[src/rtl/usbh_seq_pkg.sv]
package usbh_seq_pkg;

    typedef enum logic [4:0] {
        ST_IDLE, ST_IFEN, ST_TUNE, ST_CHK, ST_RST0, ST_REF, ST_HDIV,
        ST_HEN, ST_HRUN, ST_PORREL, ST_ORUN, ST_OEN, ST_PRST1,
        ST_PRST0, ST_PRST2, ST_HREL, ST_FLA, ST_WAIT
    } seq_state_e;

    typedef struct packed {
        logic if_en;
        logic phy_por;
        logic phy_rst;
        logic host_rel;
        logic hdiv_en;
        logic hdiv_run;
        logic odiv_en;
        logic odiv_run;
    } ctl_t;

    typedef struct packed {
        logic [1:0] code;
        logic       bad;
    } ref_cfg_t;

    localparam logic [3:0] TUNE_VREF    = 4'd15;
    localparam logic [1:0] TUNE_RISE    = 2'd1;
    localparam logic       TUNE_PREEMPH = 1'b1;
    localparam logic [5:0] FLA_VALUE    = 6'h20;

    function automatic ref_cfg_t ref_decode(input logic [31:0] hz);
        ref_cfg_t r;
        r.bad = 1'b0;
        case (hz)
            32'd12_000_000: r.code = 2'd0;
            32'd24_000_000: r.code = 2'd1;
            32'd48_000_000: r.code = 2'd2;
            default: begin
                r.code = 2'd0;
                r.bad  = 1'b1;
            end
        endcase
        return r;
    endfunction

    // Band selection by threshold compares; no divider needed.
    function automatic logic [3:0] host_div_lookup(input logic [31:0] hz,
                                                   input logic [31:0] base);
        logic [63:0] f;
        logic [63:0] b;
        f = {32'd0, hz};
        b = {32'd0, base};
        if (f >= 64'd12 * b)     return 4'd12;
        else if (f >= 64'd8 * b) return 4'd8;
        else if (f >= 64'd6 * b) return 4'd6;
        else if (f >= 64'd4 * b) return 4'd4;
        else if (f >= 64'd3 * b) return 4'd3;
        else if (f >= 64'd2 * b) return 4'd2;
        else                     return 4'd1;
    endfunction

endpackage

[src/rtl/usbh_use_count.sv]
module usbh_use_count #(
    parameter int CNT_W = 4
) (
    input  logic clk,
    input  logic rst,
    input  logic start_req,
    input  logic stop_req,
    input  logic idle,
    output logic launch
);
    localparam logic [CNT_W-1:0] CNT_MAX = '1;

    logic [CNT_W-1:0] cnt;
    logic             up;
    logic             down;

    assign up     = start_req && !stop_req;
    assign down   = stop_req && !start_req;
    assign launch = up && (cnt == '0) && idle;

    always_ff @(posedge clk) begin
        if (rst) begin
            cnt <= '0;
        end else if (up && cnt != CNT_MAX) begin
            cnt <= cnt + 1'b1;
        end else if (down && cnt != '0) begin
            cnt <= cnt - 1'b1;
        end
    end
endmodule

[src/rtl/usbh_wait_timer.sv]
module usbh_wait_timer #(
    parameter int TMR_W = 8
) (
    input  logic             clk,
    input  logic             rst,
    input  logic             load,
    input  logic [TMR_W-1:0] load_val,
    output logic             expired
);
    logic [TMR_W-1:0] remain;

    assign expired = (remain == '0);

    always_ff @(posedge clk) begin
        if (rst) begin
            remain <= '0;
        end else if (load) begin
            remain <= load_val;
        end else if (remain != '0) begin
            remain <= remain - 1'b1;
        end
    end
endmodule

[src/rtl/usbh_clk_cfg.sv]
module usbh_clk_cfg
    import usbh_seq_pkg::*;
#(
    parameter int DIV_BASE_HZ = 130_000_000
) (
    input  logic [31:0] io_hz,
    input  logic [31:0] ref_hz,
    output ref_cfg_t    ref_cfg,
    output logic [3:0]  hdiv_val
);
    localparam logic [31:0] BASE = 32'(DIV_BASE_HZ);

    always_comb begin
        ref_cfg  = ref_decode(ref_hz);
        hdiv_val = host_div_lookup(io_hz, BASE);
    end
endmodule

[src/rtl/usbh_bringup_seq.sv]
module usbh_bringup_seq
    import usbh_seq_pkg::*;
#(
    parameter int NPORT          = 2,
    parameter int CNT_W          = 4,
    parameter int DIV_BASE_HZ    = 130_000_000,
    parameter int WAIT_DIV_CYC   = 64,
    parameter int WAIT_POR_CYC   = 2_400_000,
    parameter int WAIT_PHYLO_CYC = 800_000,
    parameter int WAIT_PHYHI_CYC = 800
) (
    input  logic               clk,
    input  logic               rst,
    input  logic               start_req,
    input  logic               stop_req,
    input  logic [31:0]        io_clk_hz,
    input  logic [31:0]        ref_clk_hz,
    input  logic               ref_is_crystal,
    output logic               if_en,
    output logic [4*NPORT-1:0] tx_vref_tune,
    output logic [2*NPORT-1:0] tx_rise_tune,
    output logic [NPORT-1:0]   tx_preemph_tune,
    output logic               refclk_sel,
    output logic [1:0]         refclk_div,
    output logic [3:0]         host_div,
    output logic               host_div_en,
    output logic               host_div_run,
    output logic               ohci_div_en,
    output logic               ohci_div_run,
    output logic               phy_por,
    output logic               phy_rst_drv,
    output logic               host_rst_rel,
    output logic [5:0]         fla_adj,
    output logic               done,
    output logic               bad_rate
);
    // Each wait spans N edges between two actions: one load edge,
    // N-2 countdown edges, one edge to step to the next action.
    localparam int WMAX_A = (WAIT_DIV_CYC > WAIT_POR_CYC) ? WAIT_DIV_CYC : WAIT_POR_CYC;
    localparam int WMAX_B = (WAIT_PHYLO_CYC > WAIT_PHYHI_CYC) ? WAIT_PHYLO_CYC : WAIT_PHYHI_CYC;
    localparam int WMAX   = (WMAX_A > WMAX_B) ? WMAX_A : WMAX_B;
    localparam int TMR_W  = $clog2(WMAX + 1);
    localparam logic [TMR_W-1:0] LD_DIV   = TMR_W'(WAIT_DIV_CYC - 2);
    localparam logic [TMR_W-1:0] LD_POR   = TMR_W'(WAIT_POR_CYC - 2);
    localparam logic [TMR_W-1:0] LD_PHYLO = TMR_W'(WAIT_PHYLO_CYC - 2);
    localparam logic [TMR_W-1:0] LD_PHYHI = TMR_W'(WAIT_PHYHI_CYC - 2);

    seq_state_e       state;
    seq_state_e       ret_state;
    ctl_t             ctl;
    logic             launch;
    logic             tmr_load;
    logic [TMR_W-1:0] tmr_val;
    logic             tmr_expired;
    logic [31:0]      io_q;
    logic [31:0]      ref_q;
    logic             xtal_q;
    ref_cfg_t         rcfg;
    logic [3:0]       hdiv_val;
    logic [4*NPORT-1:0] vref_r;
    logic [2*NPORT-1:0] rise_r;
    logic [NPORT-1:0]   pre_r;

    usbh_use_count #(.CNT_W(CNT_W)) u_cnt (
        .clk       (clk),
        .rst       (rst),
        .start_req (start_req),
        .stop_req  (stop_req),
        .idle      (state == ST_IDLE),
        .launch    (launch)
    );

    usbh_wait_timer #(.TMR_W(TMR_W)) u_tmr (
        .clk      (clk),
        .rst      (rst),
        .load     (tmr_load),
        .load_val (tmr_val),
        .expired  (tmr_expired)
    );

    usbh_clk_cfg #(.DIV_BASE_HZ(DIV_BASE_HZ)) u_cfg (
        .io_hz    (io_q),
        .ref_hz   (ref_q),
        .ref_cfg  (rcfg),
        .hdiv_val (hdiv_val)
    );

    always_comb begin
        tmr_load = 1'b1;
        unique case (state)
            ST_HRUN:   tmr_val = LD_DIV;
            ST_PORREL: tmr_val = LD_POR;
            ST_OEN:    tmr_val = LD_DIV;
            ST_PRST1:  tmr_val = LD_PHYHI;
            ST_PRST0:  tmr_val = LD_PHYLO;
            ST_PRST2:  tmr_val = LD_PHYHI;
            default: begin
                tmr_load = 1'b0;
                tmr_val  = '0;
            end
        endcase
    end

    always_ff @(posedge clk) begin
        if (rst) begin
            state      <= ST_IDLE;
            ret_state  <= ST_IDLE;
            ctl        <= '0;
            vref_r     <= '0;
            rise_r     <= '0;
            pre_r      <= '0;
            refclk_sel <= 1'b0;
            refclk_div <= 2'd0;
            host_div   <= 4'd0;
            fla_adj    <= 6'd0;
            done       <= 1'b0;
            bad_rate   <= 1'b0;
            io_q       <= '0;
            ref_q      <= '0;
            xtal_q     <= 1'b0;
        end else begin
            done <= 1'b0;
            unique case (state)
                ST_IDLE: if (launch) begin
                    io_q   <= io_clk_hz;
                    ref_q  <= ref_clk_hz;
                    xtal_q <= ref_is_crystal;
                    state  <= ST_IFEN;
                end
                ST_IFEN: begin
                    ctl.if_en <= 1'b1;
                    state     <= ST_TUNE;
                end
                ST_TUNE: begin
                    vref_r <= {NPORT{TUNE_VREF}};
                    rise_r <= {NPORT{TUNE_RISE}};
                    pre_r  <= {NPORT{TUNE_PREEMPH}};
                    state  <= ST_CHK;
                end
                ST_CHK: state <= ctl.host_rel ? ST_FLA : ST_RST0;
                ST_RST0: begin
                    ctl.phy_por  <= 1'b1;
                    ctl.host_rel <= 1'b0;
                    ctl.phy_rst  <= 1'b0;
                    ctl.hdiv_en  <= 1'b0;
                    ctl.hdiv_run <= 1'b0;
                    ctl.odiv_en  <= 1'b0;
                    ctl.odiv_run <= 1'b0;
                    state        <= ST_REF;
                end
                ST_REF: begin
                    refclk_sel <= ~xtal_q;
                    refclk_div <= rcfg.code;
                    bad_rate   <= rcfg.bad;
                    state      <= ST_HDIV;
                end
                ST_HDIV: begin
                    host_div <= hdiv_val;
                    state    <= ST_HEN;
                end
                ST_HEN: begin
                    ctl.hdiv_en <= 1'b1;
                    state       <= ST_HRUN;
                end
                ST_HRUN: begin
                    ctl.hdiv_run <= 1'b1;
                    ret_state    <= ST_PORREL;
                    state        <= ST_WAIT;
                end
                ST_PORREL: begin
                    ctl.phy_por <= 1'b0;
                    ret_state   <= ST_ORUN;
                    state       <= ST_WAIT;
                end
                ST_ORUN: begin
                    ctl.odiv_run <= 1'b1;
                    state        <= ST_OEN;
                end
                ST_OEN: begin
                    ctl.odiv_en <= 1'b1;
                    ret_state   <= ST_PRST1;
                    state       <= ST_WAIT;
                end
                ST_PRST1: begin
                    ctl.phy_rst <= 1'b1;
                    ret_state   <= ST_PRST0;
                    state       <= ST_WAIT;
                end
                ST_PRST0: begin
                    ctl.phy_rst <= 1'b0;
                    ret_state   <= ST_PRST2;
                    state       <= ST_WAIT;
                end
                ST_PRST2: begin
                    ctl.phy_rst <= 1'b1;
                    ret_state   <= ST_HREL;
                    state       <= ST_WAIT;
                end
                ST_HREL: begin
                    ctl.host_rel <= 1'b1;
                    state        <= ST_FLA;
                end
                ST_FLA: begin
                    fla_adj <= FLA_VALUE;
                    done    <= 1'b1;
                    state   <= ST_IDLE;
                end
                ST_WAIT: if (tmr_expired) state <= ret_state;
                default: state <= ST_IDLE;
            endcase
        end
    end

    assign if_en           = ctl.if_en;
    assign tx_vref_tune    = vref_r;
    assign tx_rise_tune    = rise_r;
    assign tx_preemph_tune = pre_r;
    assign host_div_en     = ctl.hdiv_en;
    assign host_div_run    = ctl.hdiv_run;
    assign ohci_div_en     = ctl.odiv_en;
    assign ohci_div_run    = ctl.odiv_run;
    assign phy_por         = ctl.phy_por;
    assign phy_rst_drv     = ctl.phy_rst;
    assign host_rst_rel    = ctl.host_rel;
endmodule

[config.mk]
export PLATFORM = sky130hd
export DESIGN_NAME = usbh_bringup_seq
export DESIGN_NICKNAME = d
export VERILOG_FILES = /design/src/rtl/usbh_seq_pkg.sv /design/src/rtl/usbh_use_count.sv /design/src/rtl/usbh_wait_timer.sv /design/src/rtl/usbh_clk_cfg.sv /design/src/rtl/usbh_bringup_seq.sv
export SDC_FILE = /design/constraint.sdc
export NUM_CORES = 1
export LEC_CHECK = 0
export BUFFER_PORTS_ARGS = -buffer_cell sky130_fd_sc_hd__buf_4
export CAP_MARGIN = 10
export CORE_MARGIN = 8
export CORE_UTILIZATION = 50
export DETAILED_ROUTE_END_ITERATION = 12
export HOLD_SLACK_MARGIN = 0.12
export PLACE_DENSITY = 0.78
export RECOVER_POWER = 100
export SYNTH_ARGS = -nofsm -noshare
export SYNTH_HDL_FRONTEND = slang
export SYNTH_SLANG_ARGS = --single-unit
[constraint.sdc]
create_clock -name clk -period 2.7 [get_ports clk]
set_input_delay 0.135 -clock clk [delete_from_list [all_inputs] [get_ports clk]]
set_output_delay 0.135 -clock clk [all_outputs]
set_load 0.01 [all_outputs]
* Word-level counts from Yosys, hierarchy flattened
Index checks and enable logic that the tools add are counted.
Word-level totals: register bits 121, bits in latches 0, bits in writable memories 0, memory bits (read-only) 0, input port bits 69, word-level logic and storage cells 113, memories kept 0
Operators by class: add/sub/neg operators 3, multipliers 0, div/mod/pow operators 0, $lt $le $gt $ge 6, equality and inequality tests 23, shifts and indexed selects 0, muxes and demuxes 27, bitwise operators 1, reductions and logical operators 30
Operator list (count):
- $pmux W22 S4 | 1
- $ge A32 B29 Y1 const B | 2
- $ge A32 B30 Y1 const B | 2
- $pmux W5 S12 | 1
- $mux W22 | 2
- $eq A5 B4 Y1 const B | 8
- $eq A32 B24 Y1 const B | 1
- $eq A32 B25 Y1 const B | 1
- $eq A32 B26 Y1 const B | 1
- $ge A32 B28 Y1 const B | 1
- $ge A32 B31 Y1 const B | 1
- $pmux W5 S6 | 1
- $mux W4 | 7
- $logic_not A22 Y1 | 1
- $reduce_bool A22 Y1 | 1
- $sub A22 B1 Y22 const B | 1
- $eq A5 B3 Y1 const B | 4
- $reduce_bool A2 Y1 | 9
- $mux W5 | 3
- $pmux W1 S2 | 7
- $eq A5 B2 Y1 const B | 2
- $eq A5 B5 Y1 const B | 2
- $logic_and A1 B1 Y1 | 6
- $reduce_bool A6 Y1 | 1
- 17 further kinds | 24

* Depth between registers and ports, before layout
word-level depth 7, depth in mapped cells 8, mapped depth without buffers 8

* Hierarchy
Synthesis repeated with hierarchy kept, for this count alone.
Unflattened totals: cell total of the unflattened synthesis 748, area total of the unflattened synthesis 5964.5 sq um
By module, submodules not included:
- usbh_bringup_seq | times used 1, cells an instance 480, area an instance 3819.9 sq um
- usbh_wait_timer | times used 1, cells an instance 146, area an instance 1212.4 sq um
- usbh_clk_cfg | times used 1, cells an instance 94, area an instance 648.1 sq um
- usbh_use_count | times used 1, cells an instance 28, area an instance 284.0 sq um

* Least setup slack after synthesis
OpenSTA, ideal clock, no wires.
path kind register to register, start reg u_tmr.remain[0], end reg u_tmr.remain[1], data arrival time 2.061 ns, data required time 2.630 ns, setup slack 0.568 ns, cell stages (with the launch flop) 8, buffers on the path 0, period minus slack after synthesis 2.132 ns, cells stage by stage dfxtp_1 -> inv_1 -> ha_1 -> nor4b_1 -> nand4_2 -> nor3_4 -> mux2_1 -> a21oi_1
Between the ends: word-level cells in the longest chain between the ends 3, elaborated cells on any way between the ends 5, those cells by class 1 x add/sub; 2 x mux; 2 x reduce/logical
RTL lines:
- from (decl) | line usbh_wait_timer.sv:10 | logic [TMR_W-1:0] remain;
- from (signal assigned) | line usbh_wait_timer.sv:18 | remain <= load_val;
- from (signal assigned) | line usbh_wait_timer.sv:20 | remain <= remain - 1'b1;
- $sub A22 B1 Y22 | line usbh_wait_timer.sv:20
- $mux W22 | line usbh_wait_timer.sv:19 | end else if (remain != '0) begin
- $mux W22 | line usbh_wait_timer.sv:17 | end else if (load) begin
Several ways; a longest one is shown, not always the timed one. The select of a mux whose other input is x is not followed. A chain may end at the register's enable or synchronous reset.

* Final worst setup path
start reg state[2], end reg host_div[1]
Between the ends: word-level cells in the longest chain between the ends 1
RTL lines:
- from (decl) | line usbh_bringup_seq.sv:48 | seq_state_e state;
- from (signal assigned) | line usbh_bringup_seq.sv:140 | ST_CHK: state <= ctl.host_rel ? ST_FLA : ST_RST0;
- from (signal assigned) | line usbh_bringup_seq.sv:208 | ST_WAIT: if (tmr_expired) state <= ret_state;
- $eq A5 B3 Y1 | line usbh_bringup_seq.sv:123 | unique case (state)
- to (signal assigned) | line usbh_bringup_seq.sv:158 | host_div <= hdiv_val;
- to (decl) | line usbh_bringup_seq.sv:25 | output logic [3:0] host_div,
Every way passes these cells.

==> flow_summary.json <==
{
  "power-per-cell-area_nw_per_um2": 724,
  "worstSetupStartpointType": "flip-flop",
  "core_area_um2": 10700,
  "critPathRequiredTime_ns": 2.98,
  "cp-end-kind": "flip-flop",
  "reg2reg_slack_ns": 0.27,
  "met2_usage_pct": 35.5,
  "setup_tns_ns": 0,
  "gr-usage-met3_pct": 4.15,
  "overflow": 0,
  "htree_levels": 3,
  "worst_pin_slew_ns": 0.770,
  "routedWlPerCell_um": 15.6,
  "arrival_ns": 2.71,
  "power_switching_share_pct": 35.8,
  "netlist_area_um2": 5460,
  "avgViaCountPerCell": 5.61,
  "die_h_um": 121,
  "period_share_pct": 90.2,
  "ys.flop_type": "dfxtp_1",
  "gr-max-usage-layer": "met2",
  "worst_slack_ns": 0.265,
  "dp_cells": 887,
  "status": "finished clean",
  "vdd_drop_max_mv": 0.455,
  "drtAntennaViolNets": 0,
  "synth-seq-cells": 112,
  "slew_violations": 0,
  "crit_type": "flip-flop to flip-flop",
  "dpl_cell_area_um2": 6140,
  "synth.distinct_cells": 74,
  "nets": 889,
  "yosysWarningCount": 0,
  "dp_slack_ns": 0.439,
  "firstDrtPassIters": 5,
  "grt_pass1_wl_um": 24800,
  "cts_hold_buf": 58,
  "period_minus_slack_ns": 2.43,
  "routed_wl_um": 15000,
  "syn_avg_cell_area_um2": 7.80,
  "max_cap_viol_count": 0,
  "max_freq_ghz": 0.411,
  "rows": 38,
  "internal_power_w": 0.00317,
  "postCtsResizedCells": 0,
  "finalNonFillerCells": 961,
  "area_delta_synth_final_pct": 24.7,
  "grt_setup_unrepaired": "no",
  "hp-class": "primary input to flip-flop",
  "io-pin-count": 106,
  "grt_max_degree": 59,
  "diodes": 0,
  "grt_pass1_vias": 5126,
  "pwr-share-seq_pct": 43.0,
  "finalClockSkew_ns": 0.0172,
  "crit_fanout": 14,
  "grtUsageTotal_pct": 20.5,
  "clkTransAtPathRegs_ns": 0.10,
  "leakagePower_nw": 2.50,
  "gp_congestion": 0.886,
  "initial_core_util_pct": 50.8,
  "r2r_start": "state[2]",
  "synthCells": 700,
  "post_cts_buffers": 0,
  "tritoncts": "built",
  "clock_latency_ns": 0.38,
  "synth_edf_count": 0,
  "dieArea_um2": 14500,
  "use_met1_pct": 24.6,
  "portBuffers": 91,
  "final_area_um2": 6810,
  "cp-endpoint": "host_div[1]",
  "die_w_um": 121,
  "final_hold_viol_count": 0,
  "drc": 0,
  "cts-root-buf": "clkbuf_8",
  "cts_sinks": 112,
  "antenna_found_initial": 0,
  "via_count": 5394,
  "drive_gt1_share_pct": 12.3,
  "startpoint": "state[2]",
  "r2r-end": "host_div[1]",
  "cts_buffer_depth": 2,
  "hpwl_um": 9660,
  "setup_viol": 0,
  "first_iter_violations": 391,
  "p_comb_share_pct": 34.2,
  "hold_slack_ns": 0.200,
  "ys_seq_area_share_pct": 41.1,
  "cts_buffers": 9,
  "slew_headroom_pct": 48.5,
  "synthArstFlopShare_pct": 0,
  "power_frac_clock_pct": 22.9,
  "nFillCells": 918,
  "switchingPower_w": 0.00176,
  "reg2reg_depth": 4
}
how the worst min path moves through the flow:
stage,startpoint,end,slack (ns),depth (start not counted)
final,rst,host_div_en,0.20,2
after global routing,rst,u_cnt.cnt[0],0.20,2
after CTS,rst,u_cnt.cnt[0],0.17,2
after detailed placement,ref_clk_hz[6],ref_q[6],0.39,3
after global placement,ref_clk_hz[6],ref_q[6],0.38,3
after floorplan,ref_clk_hz[18],ref_q[18],0.27,2
kinds of logic after synthesis:
family / Yosys count / synth area share, %
other: 1 / 0.0687
AO/OA/AOI/OAI: 183 / 20.4
flip-flops: 112 / 41.1
XOR/XNOR: 11 / 1.76
multiplexers: 2 / 0.390
buffers and inverters: 70 / 6.28
adder cells (fa/ha/maj): 4 / 1.05
AND/OR/NAND/NOR: 317 / 29.0
state kept, by name (all words and copies together) (netlist names):
name,flops
host_div_en,1
if_en,1
host_rst_rel,1
ref_q,32
tx_preemph_tune,1
u_cnt.cnt,4
io_q,25
host_div_run,1
phy_rst_drv,1
refclk_div,2
ohci_div_en,1
state,5
done,1
host_div,4
phy_por,1
ret_state,4
u_tmr.remain,22
refclk_sel,1
ohci_div_run,1
xtal_q,1
fla_adj,1
bad_rate,1
power groups by stage:
stage | sequential (W) | clock (W) | combinational (W)
2_1_floorplan | 0.00208 | 0 | 0.00130
3_3_place_gp | 0.00213 | 0 | 0.00158
3_5_place_dp | 0.00215 | 0 | 0.00162
4_1_cts | 0.00211 | 0.00114 | 0.00171
5_1_grt | 0.00215 | 0.00121 | 0.00186
6_report | 0.00212 | 0.00113 | 0.00168
cells in the final DEF, fill, tap and decap left out, types with 4 or more instances in the layout:
master and count:
nand2_1 147, dfxtp_1 112, a21oi_1 96, buf_4 68, dlygate4sd3_1 58, nor2_1 48
clkbuf_1 35, nor3_1 24, o21ai_0 19, nand3_1 14, a31oi_1 11, nor4_1 10
a211oi_1 10, clkbuf_8 10, xnor2_1 9, or3_1 8, nor2b_1 8, nand2b_1 7
nand4b_1 7, conb_1 7, o31ai_1 6, inv_1 5, or4_1 5, nor4b_1 5
o21a_1 4, nand4_1 4, and4_1 4, a21o_1 4
per-layer routing:
metal,routed length (um),up-vias
li1,-,2684
met1,6350,2507
met2,7350,184
met3,949,19
met4,301,0
met5,0,-
through the flow:
| stage | utilization (%) | power, W |
|---|---|---|
| after floorplan | - | 0.00338 |
| after global placement | 57.2 | 0.00371 |
| after detailed placement | 57.2 | 0.00377 |
| after CTS | 64.7 | 0.00497 |
| after global routing | 63.4 | 0.00522 |
| final | 63.4 | 0.00493 |
critical path: stages (launching register included):
cell and delay, ns:
dfxtp_1 0.62, nor3b_1 0.70, nand2_1 0.29, or3_1 0.47, a221oi_1 0.26
cell usage after synthesis, drive strengths merged (2+ instances only):
cell type  number  area (um^2)
nor4           13          109
xor2            2         17.5
nand2         147          552
nor3           26          153
nand2b          7         43.8
nand4b          7         61.3
a311o           2         20.0
a311oi          3         26.3
nand3b          2         15.0
o31ai           6         45.0
and3            4         25.0
a31oi          11         68.8
and4            4         35.0
o41ai           2         17.5
a21oi          96          480
o211ai          2         15.0
nor2b           8         50.1
or2             3         18.8
o21ai          21          105
a41o            2         20.0
inv             5         18.8
o311ai          3         26.3
a22oi           2         15.0
a21boi          2         15.0
clkbuf         36          136
o21a            4         30.0
nand3          16         85.1
nor4b           5         43.8
or4b            3         30.0
dfxtp         112         2240
or4             6         48.8
a211oi         10         75.1
a21o            5         38.8
or3             8         50.1
o211a           2         20.0
nor3b           2         20.0
ha              3         37.5
xnor2           9         78.8
nor2           48          180
nand4           5         37.5
buf            28          184
area by class of cell:
class	count	area (um^2)	share of cell area, %
timing repair buffer	163	1250	18.4
inverter	6	22.5	0.331
sequential	112	2240	32.9
clock buffer	10	138	2.02
clock inverter	6	90.1	1.32
multi-input combinational	524	2890	42.5
tap	140	175	2.57
(Power assumes the default switching activity.)
